File: src/rtl/scr_pkg.sv
package scr_pkg;
  localparam int ST_W      = 15;
  localparam int LONG_LEN  = 15;
  localparam int LONG_TAP  = 14;
  localparam int SHORT_LEN = 6;
  localparam int SHORT_TAP = 5;

  typedef logic [ST_W-1:0] state_t;
  typedef enum logic {POLY_LONG = 1'b0, POLY_SHORT = 1'b1} poly_e;

  function automatic int poly_len(poly_e p);
    return (p == POLY_SHORT) ? SHORT_LEN : LONG_LEN;
  endfunction

  function automatic int poly_tap(poly_e p);
    return (p == POLY_SHORT) ? SHORT_TAP : LONG_TAP;
  endfunction

  // stages in use for a polynomial
  function automatic state_t len_mask(poly_e p);
    state_t m;
    m = '0;
    for (int i = 0; i < ST_W; i++) m[i] = (i < poly_len(p));
    return m;
  endfunction

  // key bit: stage n xor stage m (stage k lives in bit k-1)
  function automatic logic key_bit(state_t s, poly_e p);
    return s[poly_tap(p)-1] ^ s[poly_len(p)-1];
  endfunction

  function automatic state_t lfsr_step(state_t s, poly_e p);
    return {s[ST_W-2:0], key_bit(s, p)} & len_mask(p);
  endfunction

  function automatic state_t seed_fix(state_t seed, poly_e p);
    state_t m;
    m = seed & len_mask(p);
    return (m == '0) ? len_mask(p) : m;
  endfunction
endpackage

File: src/rtl/scr_seed_sel.sv
module scr_seed_sel
  import scr_pkg::*;
(
  input  state_t seed_i,
  input  poly_e  poly_i,
  output state_t seed_eff_o,
  output logic   seed_zero_o
);
  always_comb begin
    seed_eff_o  = seed_fix(seed_i, poly_i);
    seed_zero_o = ((seed_i & len_mask(poly_i)) == '0);
  end
endmodule

File: src/rtl/scr_lfsr.sv
module scr_lfsr
  import scr_pkg::*;
(
  input  logic   clk,
  input  logic   rst_n,
  input  logic   load_i,
  input  state_t seed_i,
  input  poly_e  poly_load_i,
  input  logic   advance_i,
  output state_t state_o,
  output poly_e  poly_o,
  output logic   key_o
);
  state_t state_q, eff_state, next_state;
  poly_e  poly_q, eff_poly;

  always_comb begin
    eff_poly   = load_i ? poly_load_i : poly_q;
    eff_state  = load_i ? seed_i : state_q;
    key_o      = key_bit(eff_state, eff_poly);
    next_state = advance_i ? lfsr_step(eff_state, eff_poly) : eff_state;
  end

  always_ff @(posedge clk or negedge rst_n) begin
    if (!rst_n) begin
      state_q <= len_mask(POLY_LONG);
      poly_q  <= POLY_LONG;
    end else begin
      state_q <= next_state;
      poly_q  <= eff_poly;
    end
  end

  assign state_o = state_q;
  assign poly_o  = poly_q;

  // no load and no advance -> state frozen
  p_hold_r8: assert property (@(posedge clk) disable iff (!rst_n)
    (!load_i && !advance_i) |=> $stable(state_q));
  // select only changes on a load
  p_poly_latched_r10: assert property (@(posedge clk) disable iff (!rst_n)
    !load_i |=> $stable(poly_q));
  // used stages never all zero
  p_never_zero_r11: assert property (@(posedge clk) disable iff (!rst_n)
    (state_q & len_mask(poly_q)) != '0);
  // unused stages stay clear for the short polynomial
  p_short_clear_r6: assert property (@(posedge clk) disable iff (!rst_n)
    (poly_q == POLY_SHORT) |-> (state_q[ST_W-1:SHORT_LEN] == '0));
endmodule

File: src/rtl/scr_mix.sv
module scr_mix (
  input  logic clk,
  input  logic rst_n,
  input  logic in_valid_i,
  input  logic in_bit_i,
  input  logic key_i,
  input  logic bypass_i,
  output logic out_valid_o,
  output logic out_bit_o
);
  logic mixed;
  assign mixed = bypass_i ? in_bit_i : (in_bit_i ^ key_i);

  always_ff @(posedge clk or negedge rst_n) begin
    if (!rst_n) begin
      out_valid_o <= 1'b0;
      out_bit_o   <= 1'b0;
    end else begin
      out_valid_o <= in_valid_i;
      if (in_valid_i) out_bit_o <= mixed;
    end
  end

  // one-cycle valid latency
  p_valid_lat_r2: assert property (@(posedge clk) disable iff (!rst_n)
    in_valid_i |=> out_valid_o);
  p_novalid_lat_r2: assert property (@(posedge clk) disable iff (!rst_n)
    !in_valid_i |=> !out_valid_o);
  // bypassed bit passes unchanged
  p_bypass_pass_r9: assert property (@(posedge clk) disable iff (!rst_n)
    (in_valid_i && bypass_i) |=> (out_bit_o == $past(in_bit_i)));
endmodule

File: src/rtl/burst_scrambler.sv
module burst_scrambler
  import scr_pkg::*;
(
  input  logic        clk,
  input  logic        rst_n,
  input  logic        burst_start_i,
  input  logic        poly_sel_i,
  input  logic [14:0] seed_i,
  input  logic        bypass_i,
  input  logic        in_valid_i,
  input  logic        in_bit_i,
  output logic        out_valid_o,
  output logic        out_bit_o
);
  poly_e  poly_req, poly_cur;
  state_t seed_eff, lfsr_state;
  logic   seed_zero, key, advance;

  assign poly_req = poly_e'(poly_sel_i);
  assign advance  = in_valid_i & ~bypass_i;

  scr_seed_sel u_seed (
    .seed_i      (state_t'(seed_i)),
    .poly_i      (poly_req),
    .seed_eff_o  (seed_eff),
    .seed_zero_o (seed_zero)
  );

  scr_lfsr u_lfsr (
    .clk         (clk),
    .rst_n       (rst_n),
    .load_i      (burst_start_i),
    .seed_i      (seed_eff),
    .poly_load_i (poly_req),
    .advance_i   (advance),
    .state_o     (lfsr_state),
    .poly_o      (poly_cur),
    .key_o       (key)
  );

  scr_mix u_mix (
    .clk         (clk),
    .rst_n       (rst_n),
    .in_valid_i  (in_valid_i),
    .in_bit_i    (in_bit_i),
    .key_i       (key),
    .bypass_i    (bypass_i),
    .out_valid_o (out_valid_o),
    .out_bit_o   (out_bit_o)
  );

  // start without an advancing bit leaves exactly the seed
  p_reload_r5: assert property (@(posedge clk) disable iff (!rst_n)
    (burst_start_i && !advance) |=> (lfsr_state == $past(seed_eff)));
  // zero seed becomes all ones in the used stages
  p_zero_seed_r7: assert property (@(posedge clk) disable iff (!rst_n)
    (burst_start_i && !advance && seed_zero) |=> (lfsr_state == len_mask(poly_cur)));
  // load takes the requested polynomial
  p_poly_take_r4: assert property (@(posedge clk) disable iff (!rst_n)
    burst_start_i |=> (poly_cur == $past(poly_req)));
endmodule

File: config.mk
export PLATFORM = sky130hd
export DESIGN_NAME = burst_scrambler
export DESIGN_NICKNAME = d
export VERILOG_FILES = /design/src/rtl/scr_pkg.sv /design/src/rtl/scr_seed_sel.sv /design/src/rtl/scr_lfsr.sv /design/src/rtl/scr_mix.sv /design/src/rtl/burst_scrambler.sv
export SDC_FILE = /design/constraint.sdc
export NUM_CORES = 1
export LEC_CHECK = 0
export BUFFER_PORTS_ARGS = -buffer_cell sky130_fd_sc_hd__buf_2
export CAP_MARGIN = 20
export CORE_MARGIN = 2
export CORE_UTILIZATION = 47
export DETAILED_ROUTE_END_ITERATION = 8
export MAX_ROUTING_LAYER = met4
export PLACE_DENSITY = 0.8
export SLEW_MARGIN = 25
export SYNTH_ARGS = -nofsm -noshare
export SYNTH_HDL_FRONTEND = slang
export SYNTH_SLANG_ARGS = --single-unit
File: constraint.sdc
create_clock -name clk -period 1.3 [get_ports clk]
set_input_delay 0 -clock clk [delete_from_list [all_inputs] [get_ports clk]]
set_output_delay 0 -clock clk [all_outputs]
set_load 0.1 [all_outputs]
==> results.json <==
{
  "synth-async-reset-ratio_pct": 100.0,
  "synthesis.nets": 133,
  "synthesis.area_um2": 1069,
  "ys_top_cells_by_area": "dfstp_2, dfrtp_1, o21bai_1",
  "reg2regPathDepth": 5,
  "dieArea_um2": 2671,
  "grt_antenna_before_repair": 0,
  "cpPeakStageDelay_ns": 0.54,
  "avgSynthCellArea_um2": 9.626,
  "placementRows": 17,
  "synth_top_area_cell": "dfstp_2",
  "post-synth-top-count-cell": "dfstp_2",
  "power.internal_mw": 1.083,
  "grt_pass1_wl_um": 5043,
  "gp_congestion": 0.8048,
  "p_sw_share_pct": 32.29,
  "rsz0062_at_grt": "true",
  "post-place-ws_ns": -0.5609,
  "cts-root-buf": "clkbuf_4",
  "fmax_ghz": 0.6443,
  "clk_pin_slew_worst_paths_ns": 0.11,
  "yosys_warnings": 0,
  "crit_fanout": 2,
  "endpoint_kind": "flip-flop",
  "drt_pass1_iterations": 4,
  "ys_types": 37,
  "io_buffers": 23,
  "dp_hpwl_um": 2096,
  "grt_overflow": 0,
  "synth_ff_type": "dfstp_2",
  "min_path_cells": 3,
  "critPathRequiredTime_ns": 1.53,
  "ios": 24,
  "setup_ws_ns": -0.2520,
  "clock_path_buffers": 2,
  "min_period_ns": 1.552,
  "yosys_register_bits": 18,
  "grt_pass1_vias": 1158,
  "crit_chain": "buf_6 -> or4_4 -> or3_4 -> buf_6 -> or3_4 -> a21oi_2 -> o21bai_1",
  "clk_latency_ns": 0.30,
  "switching_power_mw": 0.5162,
  "outcome": "complete, but fails checks",
  "finClkSkew_ns": 0.002048,
  "track_usage_pct": 26.07,
  "clock_sinks": 18,
  "violations": "setup timing",
  "cts_tree": "done",
  "ys_seq_area_share_pct": 43.91,
  "maxCapViolCount": 0,
  "netlist.area_leader.share_pct": 36.89,
  "setup-violations-final": 16,
  "vias": 1211,
  "die_x_um": 51.68,
  "numCtsBuffers": 3,
  "power_density_nw_per_um2": 927.4,
  "first_iter_violations": 59,
  "synth_common_cells": "dfstp_2, nand2_1, a21oi_1, o21bai_1, o22ai_1",
  "drc": 0,
  "max_slew_margin_pct": 64.54,
  "start_kind": "input pin",
  "reg2reg_to": "u_mix.out_bit_o",
  "diodes": 0,
  "report.final.slew_viol_count": 0,
  "whs_endpoint": "u_lfsr.state_o[13]",
  "tightest_slew_ns": 0.5284,
  "seqPwrFrac_pct": 42.8,
  "vdd_drop_max_mv": 0.9110,
  "coreArea_um2": 2191,
  "power_frac_clock_pct": 22.3,
  "grt_max_degree": 22,
  "post-route-period-util_pct": 119.4,
  "layout.nets": 191,
  "avgViaCountPerCell": 6.179,
  "reg2reg_slack_ns": -0.16,
  "worstHoldStart": "seed_i[12]",
  "area_delta_synth_final_pct": 61.36,
  "wl_um": 3788,
  "drive_above_1_share_pct": 63.69,
  "finalHoldViolCount": 0,
  "cp_slowest_cell": "or4_4",
  "p_comb_share_pct": 34.9,
  "r2r-start": "u_lfsr.state_o[5]",
  "synth_cells": 111,
  "worstSetupPathType": "in -> reg",
  "final_util_pct": 78.70,
  "synth_edf_count": 0,
  "wl_per_cell_um": 19.33,
  "chipHeight_um": 51.68,
  "start_util_pct": 48.77,
  "route.antenna.remaining_nets": 0,
  "cp.arrival_ns": 1.78,
  "h-tree-depth": 1,
  "hold_path_class": "in -> reg",
  "p_leak_nw": 0.7159
}
## worst max-delay path: cells and delay by family
| kind | cells | cell delay, ns |
|---|---|---|
| AO/OA/AOI/OAI | 2 | 0.29 |
| buffers and inverters | 2 | 0.24 |
| AND/OR/NAND/NOR | 3 | 1.25 |
## layout by cell type, fill, tap and decap left out, types with 3 or more instances in the layout
cell type,Yosys,final
buf_2,2,21
clkbuf_4,0,3
a21oi_1,9,8
nor2b_1,3,3
nor2_1,3,3
dlygate4sd3_1,0,3
buf_6,0,4
o21bai_4,0,7
dfrtp_1,3,3
mux2i_1,4,3
inv_1,3,3
dfstp_2,15,15
a211oi_2,0,3
a31oi_1,5,5
o22ai_2,0,7
nand2_1,11,10
buf_4,0,31
and2_1,3,3
## final cells by class
type | count | area (um2)
Fill cell | 139 | 466.7
Tap cell | 28 | 35.03
Inverter | 3 | 11.26
Clock buffer | 4 | 36.28
Sequential cell | 18 | 469.2
Multi-Input combinational cell | 83 | 739.5
Timing Repair Buffer | 60 | 432.9
## per-layer routing
metal  up-vias  wire (um)  global-route usage, %  share of wire, %
li1        536          -                      -                 -
met1       591       1532                  30.70                40
met2        65       1873                  43.80                49
met3        19        237                  4.023               6.3
met4         0        145                  12.28               3.8
met5         -          0                      -                 0
## worst max-delay path by stage
stage	startpoint	end	slack [ns]
final	seed_i[5]	u_lfsr.state_o[13]	-0.25
after detailed placement	seed_i[5]	u_lfsr.state_o[6]	-0.56
after CTS	seed_i[5]	u_lfsr.state_o[6]	-0.18
after global placement	seed_i[5]	u_lfsr.state_o[12]	-0.50
after floorplan	seed_i[5]	u_mix.out_bit_o	-0.35
after global routing	u_lfsr.state_o[5]	u_mix.out_bit_o	-0.28
## kinds of logic after synthesis
kind of cell	share of synthesized area (%)
simple gates	17.45
xor+xnor	0.8198
mux	4.801
compound gates	29.27
buf+inv	3.746
flops	43.91
## metrics by stage
stage | setup TNS (ns) | power (mW) | std cells | hold slack, ns | cell area (um2)
floorplan | -3.339 | 0.9302 | 111 | -0.2956 | 1081
global placement | -7.275 | 1.091 | 185 | -0.05741 | 1425
detailed placement | -7.999 | 1.107 | 185 | -0.05042 | 1425
CTS | -2.276 | 1.486 | 195 | 0.04602 | 1545
global route | -3.188 | 1.661 | 196 | 0.04089 | 1724
finish | -2.817 | 1.599 | 196 | 0.04415 | 1724
## sequential cells by signal (all words and copies together) (netlist names)
signal / count
u_lfsr.poly_o: 1
u_lfsr.state_o: 15
u_mix.out_bit_o: 1
u_mix.out_valid_o: 1
## power by group through the flow
stage                     Clock, mW  Sequential, mW  Combinational [mW]
final                         0.357           0.684               0.558
after global routing          0.382           0.688               0.590
after CTS                     0.358           0.681               0.447
after detailed placement          0           0.690               0.417
after global placement            0           0.686               0.406
after floorplan                   0           0.737               0.193
## what timing repair did
action                                  CTS  global route
hold buffers                              3             0
hold endpoints to repair                 20             0
buffers inserted                          4             1
endpoints found under the setup margin   15            16
pin swaps                                 0            10
gates resized for setup                   6            28
Note: power is estimated with default switching activity, not from simulation.
